==> config.mk <==
export PLATFORM = sky130hd
export DESIGN_NAME = mbank_probe
export DESIGN_NICKNAME = d
export VERILOG_FILES = /design/src/rtl/mbank_pkg.sv /design/src/rtl/mbank_seq.sv /design/src/rtl/mbank_result.sv /design/src/rtl/mbank_probe.sv
export SDC_FILE = /design/constraint.sdc
export NUM_CORES = 1
export LEC_CHECK = 0
export BUFFER_PORTS_ARGS = -buffer_cell sky130_fd_sc_hd__buf_2
export CAP_MARGIN = 20
export CELL_PAD_IN_SITES_DETAIL_PLACEMENT = 1
export CELL_PAD_IN_SITES_GLOBAL_PLACEMENT = 1
export CORE_MARGIN = 2
export CORE_UTILIZATION = 28
export DETAILED_ROUTE_END_ITERATION = 8
export PLACE_DENSITY = 0.78
export SYNTH_ARGS = -nofsm -noshare
export SYNTH_HDL_FRONTEND = slang
export SYNTH_SLANG_ARGS = --single-unit
==> constraint.sdc <==
create_clock -name clk -period 1.7 [get_ports clk]
set_clock_uncertainty 0.1 [all_clocks]
set_input_delay 0.085 -clock clk [delete_from_list [all_inputs] [get_ports clk]]
set_output_delay 0.085 -clock clk [all_outputs]
set_load 0.02 [all_outputs]
==> src/rtl/mbank_pkg.sv <==
`timescale 1ns/1ps
package mbank_pkg;

    localparam int BYTE_W     = 8;
    localparam int HDR_ADDR_W = 16;

    // Header probe locations (order is behaviour)
    localparam logic [HDR_ADDR_W-1:0] LOC_SEL_LO = 16'h3FFC;
    localparam logic [HDR_ADDR_W-1:0] LOC_SEL_HI = 16'h3FFD;
    localparam logic [HDR_ADDR_W-1:0] LOC_GUARD0 = 16'h3FFB;
    localparam logic [HDR_ADDR_W-1:0] LOC_GUARD1 = 16'h3FFF;

    // Recognised selector pairs
    localparam logic [BYTE_W-1:0] PAIR2M_LO = 8'h28;
    localparam logic [BYTE_W-1:0] PAIR2M_HI = 8'h2E;
    localparam logic [BYTE_W-1:0] PAIR4M_LO = 8'h20;
    localparam logic [BYTE_W-1:0] PAIR4M_HI = 8'h31;

    localparam int LOG2_2MIB = 21;
    localparam int LOG2_4MIB = 22;

    typedef enum logic [1:0] {
        PR_SEL_LO,
        PR_SEL_HI,
        PR_GUARD0,
        PR_GUARD1
    } probe_e;

    typedef enum logic [1:0] {
        ST_IDLE,
        ST_ISSUE,
        ST_AWAIT,
        ST_FINISH
    } seq_e;

    typedef enum logic [1:0] {
        SZ_NONE,
        SZ_2MIB,
        SZ_4MIB
    } size_e;

    typedef struct packed {
        logic              clear;
        logic              take_lo;
        logic              take_hi;
        logic              confirm;
        logic [BYTE_W-1:0] data;
    } evt_t;

    typedef struct packed {
        size_e kind;
        logic  warn;
    } verdict_t;

    function automatic logic [HDR_ADDR_W-1:0] probe_loc(input probe_e p);
        logic [HDR_ADDR_W-1:0] a;
        case (p)
            PR_SEL_LO: a = LOC_SEL_LO;
            PR_SEL_HI: a = LOC_SEL_HI;
            PR_GUARD0: a = LOC_GUARD0;
            PR_GUARD1: a = LOC_GUARD1;
            default:   a = LOC_SEL_LO;
        endcase
        return a;
    endfunction

    function automatic verdict_t classify(input logic [BYTE_W-1:0] lo,
                                          input logic [BYTE_W-1:0] hi);
        verdict_t v;
        v.kind = SZ_4MIB;
        v.warn = 1'b1;
        if (lo == PAIR2M_LO && hi == PAIR2M_HI) begin
            v.kind = SZ_2MIB;
            v.warn = 1'b0;
        end else if (lo == PAIR4M_LO && hi == PAIR4M_HI) begin
            v.kind = SZ_4MIB;
            v.warn = 1'b0;
        end
        return v;
    endfunction

endpackage

==> src/rtl/mbank_seq.sv <==
`timescale 1ns/1ps
module mbank_seq
    import mbank_pkg::*;
#(
    parameter int ADDR_W = 22
) (
    input  logic              clk,
    input  logic              rst,
    input  logic              start,
    output logic              req_valid,
    input  logic              req_ready,
    output logic [ADDR_W-1:0] req_addr,
    input  logic              rsp_valid,
    input  logic [BYTE_W-1:0] rsp_data,
    output logic              done,
    output logic              busy,
    output evt_t              evt
);

    seq_e   state;
    probe_e step;
    logic   byte_zero;
    logic   got;

    assign byte_zero = (rsp_data == '0);
    assign got       = (state == ST_AWAIT) && rsp_valid;

    always_ff @(posedge clk) begin
        if (rst) begin
            state <= ST_IDLE;
            step  <= PR_SEL_LO;
        end else begin
            case (state)
                ST_IDLE: begin
                    if (start) begin
                        state <= ST_ISSUE;
                        step  <= PR_SEL_LO;
                    end
                end
                ST_ISSUE: begin
                    if (req_ready) state <= ST_AWAIT;
                end
                ST_AWAIT: begin
                    if (rsp_valid) begin
                        case (step)
                            PR_SEL_LO: begin
                                if (byte_zero) state <= ST_FINISH;
                                else begin
                                    step  <= PR_SEL_HI;
                                    state <= ST_ISSUE;
                                end
                            end
                            PR_SEL_HI: begin
                                if (byte_zero) state <= ST_FINISH;
                                else begin
                                    step  <= PR_GUARD0;
                                    state <= ST_ISSUE;
                                end
                            end
                            PR_GUARD0: begin
                                if (!byte_zero) state <= ST_FINISH;
                                else begin
                                    step  <= PR_GUARD1;
                                    state <= ST_ISSUE;
                                end
                            end
                            default: state <= ST_FINISH;
                        endcase
                    end
                end
                ST_FINISH: state <= ST_IDLE;
                default:   state <= ST_IDLE;
            endcase
        end
    end

    always_comb begin
        req_valid   = (state == ST_ISSUE);
        req_addr    = ADDR_W'(probe_loc(step));
        done        = (state == ST_FINISH);
        busy        = (state != ST_IDLE);
        evt.clear   = (state == ST_IDLE) && start;
        evt.take_lo = got && (step == PR_SEL_LO) && !byte_zero;
        evt.take_hi = got && (step == PR_SEL_HI) && !byte_zero;
        evt.confirm = got && (step == PR_GUARD1) && byte_zero;
        evt.data    = rsp_data;
    end

endmodule

==> src/rtl/mbank_result.sv <==
`timescale 1ns/1ps
module mbank_result
    import mbank_pkg::*;
#(
    parameter int SIZE_W = 23
) (
    input  logic              clk,
    input  logic              rst,
    input  evt_t              evt,
    output logic              is_multi,
    output logic [BYTE_W-1:0] bank_lo,
    output logic [BYTE_W-1:0] bank_hi,
    output logic [SIZE_W-1:0] rom_size,
    output logic              size_warn
);

    localparam logic [SIZE_W-1:0] BYTES_2MIB = SIZE_W'(1) << LOG2_2MIB;
    localparam logic [SIZE_W-1:0] BYTES_4MIB = SIZE_W'(1) << LOG2_4MIB;

    verdict_t verdict;

    assign verdict = classify(bank_lo, bank_hi);

    always_ff @(posedge clk) begin
        if (rst || evt.clear) begin
            is_multi  <= 1'b0;
            bank_lo   <= '0;
            bank_hi   <= '0;
            rom_size  <= '0;
            size_warn <= 1'b0;
        end else begin
            if (evt.take_lo) bank_lo <= evt.data;
            if (evt.take_hi) bank_hi <= evt.data;
            if (evt.confirm) begin
                is_multi  <= 1'b1;
                size_warn <= verdict.warn;
                case (verdict.kind)
                    SZ_2MIB: rom_size <= BYTES_2MIB;
                    SZ_4MIB: rom_size <= BYTES_4MIB;
                    default: rom_size <= '0;
                endcase
            end
        end
    end

endmodule

==> src/rtl/mbank_probe.sv <==
`timescale 1ns/1ps
module mbank_probe
    import mbank_pkg::*;
#(
    parameter int ADDR_W = 22,
    parameter int SIZE_W = 23
) (
    input  logic              clk,
    input  logic              rst,
    input  logic              start,
    output logic              req_valid,
    input  logic              req_ready,
    output logic [ADDR_W-1:0] req_addr,
    input  logic              rsp_valid,
    input  logic [7:0]        rsp_data,
    output logic              done,
    output logic              is_multi,
    output logic [7:0]        bank_lo,
    output logic [7:0]        bank_hi,
    output logic [SIZE_W-1:0] rom_size,
    output logic              size_warn
);

    evt_t seq_evt;
    logic seq_busy;

    mbank_seq #(.ADDR_W(ADDR_W)) u_seq (
        .clk       (clk),
        .rst       (rst),
        .start     (start),
        .req_valid (req_valid),
        .req_ready (req_ready),
        .req_addr  (req_addr),
        .rsp_valid (rsp_valid),
        .rsp_data  (rsp_data),
        .done      (done),
        .busy      (seq_busy),
        .evt       (seq_evt)
    );

    mbank_result #(.SIZE_W(SIZE_W)) u_res (
        .clk       (clk),
        .rst       (rst),
        .evt       (seq_evt),
        .is_multi  (is_multi),
        .bank_lo   (bank_lo),
        .bank_hi   (bank_hi),
        .rom_size  (rom_size),
        .size_warn (size_warn)
    );

endmodule

; Word-level counts from Yosys, hierarchy flattened
; Index checks and enable logic that the tools add are counted.
[op_classes]
bitwise = 0
div_mod_pow = 0
n_reduce_logical = 19
mul = 0
shift = 0
mux = 18
n_eq_ne = 19
add_sub_neg = 0
magnitude_cmp = 0
[ops]
columns = cell, count
row1 = one-hot mux 16 bit (4 select lines), 1
row2 = one-hot mux 23 bit (2 select lines), 1
row3 = "== test 8 x 6 -> 1 bit, second input constant", 4
row4 = two-way mux 2 bit, 10
row5 = "== test 2 bit, second input constant", 5
row6 = logical AND 1 bit, 10
row7 = logical NOT 8 bit, 1
row8 = one-hot mux 2 bit (2 select lines), 2
row9 = one-hot mux 2 bit (4 select lines), 1
row10 = AND reduction 7 bit, 1
row11 = "== test 2 x 1 -> 1 bit, second input constant", 3
row12 = "inequality test 3 bit, second input constant", 2
row13 = one-hot mux 2 bit (3 select lines), 1
row14 = logical NOT 2 bit, 2
row15 = "inequality test 2 bit, second input constant", 2
row16 = "inequality test 4 bit, second input constant", 1
row17 = two-way mux 3 bit, 1
row18 = "inequality test 3 x 2 -> 1 bit, second input constant", 1
row19 = AND reduction 3 bit, 1
row20 = "inequality test 2 x 1 -> 1 bit, second input constant", 1
row21 = nonzero test 2 bit, 1
row22 = OR reduction 2 bit, 1
row23 = logical NOT 1 bit, 1
row24 = logical OR 1 bit, 1
row25 = two-way mux 1 bit, 1
[word_totals]
ramBits = 0
elab_cells = 63
ff_bits = 45
memories = 0
romBits = 0
latch_bits = 0

; Logic depth before layout (Yosys ltp)
[logic_depth]
word_depth = 6
depth_mapped = 7

; Hierarchy
; Synthesis repeated with hierarchy kept, for this count alone.
[unflattened]
hier_cells = 178
area_unflattened_um2 = 1579.0
[modules_own_cells]
columns = module, area_per_inst_um2, seq_area_each_um2, cells_each, instances
row1 = mbank_result, 928.4, 400.4, 97, 1
row2 = mbank_seq, 650.6, 80.1, 81, 1

; Worst setup path after synthesis
; OpenSTA, ideal clock, no wires.
[synth_timing]
path_type = register -> register
start = reg u_seq.step[0]
end = reg u_seq.step[1]
path_buffers = 1
path_stages_with_launch = 8
t_arrival_ns = 1.573
path_slack_ns = -0.090
period_less_slack_ns = 1.790
path_cell_list = dfxtp_1 > inv_1 > ha_1 > clkbuf_1 > nor2_1 > nor4b_2 > or2_2 > a32o_1
[synth_via]
elab_chain_cells = 4
word_cells_on_any_way = 11
cone_classes = 6 x eq/ne / 3 x mux / 2 x reduce/logical
[synth_lines]
columns = item, line
row1 = from (decl), mbank_seq.sv:21  ; probe_e step;
row2 = from (signal assigned), mbank_seq.sv:31  ; step <= PR_SEL_LO;
row3 = from (signal assigned), mbank_seq.sv:37  ; step <= PR_SEL_LO;
row4 = from (signal assigned), mbank_seq.sv:49  ; step <= PR_SEL_HI;
row5 = == test 2 bit (tied with other cells), mbank_seq.sv:45  ; case (step)
row6 = one-hot mux 2 bit (3 select lines), mbank_seq.sv:45
row7 = two-way mux 2 bit, mbank_seq.sv:44  ; if (rsp_valid) begin
row8 = one-hot mux 2 bit (2 select lines), mbank_seq.sv:33  ; case (state)
; Several ways; a longest one is shown, not always the timed one. The select of a mux whose other input is x is not followed.
; A chain may end at the register's enable or synchronous reset.

; Worst setup path after layout
[layout_timing]
start = reg u_seq.step[0]
end = reg u_seq.state[1]
[layout_via]
elab_chain_cells = 5
word_cells_on_any_way = 7
cone_classes = 2 x eq/ne / 3 x mux / 2 x reduce/logical
[layout_lines]
columns = item, line
row1 = == test 2 x 1 -> 1 bit or logical NOT 2 bit (tied branches), mbank_seq.sv:45
row2 = OR reduction 2 bit (no line), n/a
row3 = one-hot mux 2 bit (2 select lines) *, mbank_seq.sv:45
row4 = two-way mux 2 bit *, mbank_seq.sv:44
row5 = one-hot mux 2 bit (4 select lines) *, mbank_seq.sv:33
row6 = to (signal assigned), mbank_seq.sv:36  ; state <= ST_ISSUE;
row7 = to (signal assigned), mbank_seq.sv:47  ; if (byte_zero) state <= ST_FINISH;
row8 = to (signal assigned), mbank_seq.sv:50  ; state <= ST_ISSUE;
row9 = to (decl), mbank_seq.sv:20  ; seq_e state;
; Mark *: on every way between the ends. The rest lies on a longest branch, timed or not. The select of a mux whose other input is x is not followed.

==> results.txt <==
* Area delta synth->final: 26.7%
- The initial antenna violation count came to 0.
* Final RePlAce weighted congestion: approximately 0.77
- Number of buffers between clock root and the deepest sink: 2
* CTS buffer count: 3
* Mean Syn Cell Area: 8.07 um^2
* Number of buffers inserted by port buffering: 37
- In the post-route analysis, the smallest setup slack over all paths is roughly 0.056 ns.
* Number of synthesized register bits: 24
- DR vias/cell: 4.28
* Number of top-level pins: just under 80
* VDD IR max: 281 uV
- Diodes inserted: 0
* Wire length per cell: about 13 um
* Core Rows: 26
- Setup repair after global routing left no endpoint under its margin.
- Post-detailed-route count of antenna-violating nets: 0
- DR iter-0 viols: between 50 and 60
- By startpoint and endpoint, the worst setup path is classified as flip-flop to flip-flop.
* Multi-input logic area: 842 um^2
- In this run the number of H-tree levels came out at 1.
- Synthesis produced a netlist whose cell count is 186.
* Data required time at the worst endpoint: around 1.8 ns
- Across all layers, the routed design uses approximately 1300 vias.
* FF+latch area: roughly 480 um^2
- Number of warning messages in the yosys log: 0
- The number of slew-limit violations in the final report is 0.
- The via count of the first global-routing pass is roughly 1300.
- Power density over the cells: just under 700 nW/um^2
- The total count of hold-check failures in the final report was 0.
- Clock-pin slew of the registers on the worst-case setup and hold paths: roughly 0.09 ns
- For this design the static power due to leakage is 0.880 nW.
- Die Outline Area: slightly below 6000 um^2
- Pin count of the biggest net entering global routing: 21
* Hold Slack: 0.00589 ns
- After layout, the design draws a total of ~0.0013 W.
* Starting density of the core: between 20% and 30%
- Along the worst path, the maximum fanout reaches 4.
* DRC Markers: 0
- The library cell used most frequently in the layout, excluding fill and tap cells, is conb_1.
- Fill cells in the final layout number slightly below 700.
- HPWL Detailed: 3290 um
* Critical Path End Type: flip-flop
- The clock reaches the later pin of the worst-skew pair after 0.27 ns.
- Peak Freq: 608 MHz
* Die Y: between 70 and 80 um
- The flow ran to the end, and the final reports show no timing, DRC or antenna violations.
- Die width: roughly 77 um
- Number of nets in the layout: approximately 270
- TritonCTS built the clock tree.
* TritonCTS sink count: 24
* Most used cells in the layout excluding fill and tap cells: conb_1, buf_2, buf_4
* Global-route wire length before repair: ~6500 um
- Clk root buf: clkbuf_8
- Part of the cycle the worst path needs: a little over nine tenths
- The number of different library cells used by synthesis comes to 39.
- The worst setup path is launched from a flip-flop.
* Final setup viols: 0
- For this run the aggregate overflow at the end of global routing stands at 0.
* Arrival @ worst endpoint: between 1.5 and 2 ns
- Cells with a size suffix above 1 make up between 30% and 40% of the layout.
- MaxCap Viol Count: 0
- Post-CTS timing repair inserted 0 buffers for setup.
* Minimum clock period: approximately 1.6 ns
* Post-Route WL: around 4100 um
* Path category of the worst min-delay check: primary input to flip-flop
* Core ar.: about 5100 um^2
- Number of search-and-repair iterations in the first detailed-routing pass: 4
- Prior to clock tree synthesis, the placed netlist has a worst setup slack of -0.0161 ns.
* Post-synthesis instance area: ~1500 um^2
- Post-synthesis sequential area ratio: between 30% and 40%
* Global-route usage over all layers: a little over an eighth
## cells in the mapped netlist (all sizes together)
cell | count | area share, %
nor4 | 3 | 1.3
nor2b | 1 | 0.42
nor4b | 2 | 1.6
a211oi | 1 | 0.50
ha | 6 | 5.0
o21ai | 1 | 0.33
dfxtp | 24 | 32
o211ai | 3 | 2.2
and4 | 1 | 0.58
and4b | 1 | 0.67
conb | 2 | 0.50
nor3 | 2 | 0.67
nand4b | 1 | 0.58
nor3b | 3 | 1.5
clkbuf | 7 | 1.8
nand3 | 17 | 5.7
or4 | 3 | 1.8
a21o | 1 | 0.50
nand2 | 17 | 4.3
o211a | 1 | 0.67
mux2i | 1 | 0.67
a21oi | 19 | 6.3
a32o | 1 | 0.67
or4b | 1 | 0.67
nor2 | 11 | 2.8
and3b | 1 | 0.58
nand2b | 2 | 0.83
inv | 5 | 1.3
a22o | 1 | 0.58
o32ai | 2 | 1.2
nand3b | 1 | 0.50
buf | 41 | 20
or3 | 1 | 0.42
or2 | 1 | 0.42
and2 | 1 | 0.42
## routing by layer
metal / global-route usage [%] / vias to the layer above / routed length, um
met1: 16.4 / 615 / 1780
met5: 0 / - / 0
met2: 23.5 / 45 / 2020
met3: 2.24 / 9 / 218
met4: 6.43 / 0 / 93
li1: - / 679 / -
## state kept, by name, summed over array words and instances, names as in the netlist
signal and flops:
u_seq.step 2, u_res.size_warn 1, u_res.rom_size 2, u_res.is_multi 1, u_res.bank_lo 8, u_seq.state 2, u_res.bank_hi 8
## worst paths after layout
| check | depth (start not counted) | startpoint | endpoint | slack (ns) |
|---|---|---|---|---|
| worst min-delay path | 3 | rsp_data[7] | u_res.bank_lo[7] | 0.006 |
| worst min register to register | 2 | u_res.bank_lo[7] | u_res.bank_lo[7] | 0.38 |
| worst max register to register | 5 | u_seq.step[0] | u_seq.state[1] | 0.06 |
| worst max-delay path | 5 | u_seq.step[0] | u_seq.state[1] | 0.06 |
## where the power goes
group          internal [W]  switching [W]
registers          0.000568     0.00000524
clock network      0.000315       0.000202
logic             0.0000613       0.000154
## critical path, cell delays in order, from the launching register on
cell and delay (ns):
dfxtp_2 0.33, buf_4 0.14, ha_2 0.21, or4_1 0.52
a21oi_1 0.14, o32ai_1 0.09
## per-stage QoR
step,util (%),std cells,setup TNS [ns],instance area (um^2)
after floorplan,-,224,0,1650
after global placement,34.9,310,0,1790
after detailed placement,34.9,310,-0.0272,1790
after CTS,36.8,315,0,1890
after global routing,37.0,315,0,1900
final,37.0,315,0,1900
## repair_timing
item,CTS,global route
hold endpoints to repair,1,0
resized for setup,4,3
hold buffers,1,0
pin swaps,1,1
endpoints found under the setup margin,3,4
## cell type report
type,instances,area share (%)
Sequential cell,24,25.4
Tap cell,70,4.61
Multi-Input combinational cell,147,44.3
Timing Repair Buffer,65,20.9
Clock buffer,3,2.17
Inverter,5,0.987
Clock inverter,1,1.58
## cell families after synthesis
| group | synth area share [%] |
|---|---|
| mux | 0.667 |
| flops | 32.0 |
| other cells | 0.501 |
| fa+ha+maj | 5.00 |
| simple gates | 25.5 |
| compound gates | 12.9 |
| buf+inv | 23.4 |
No activity file was read; power rests on OpenSTA's default activity.
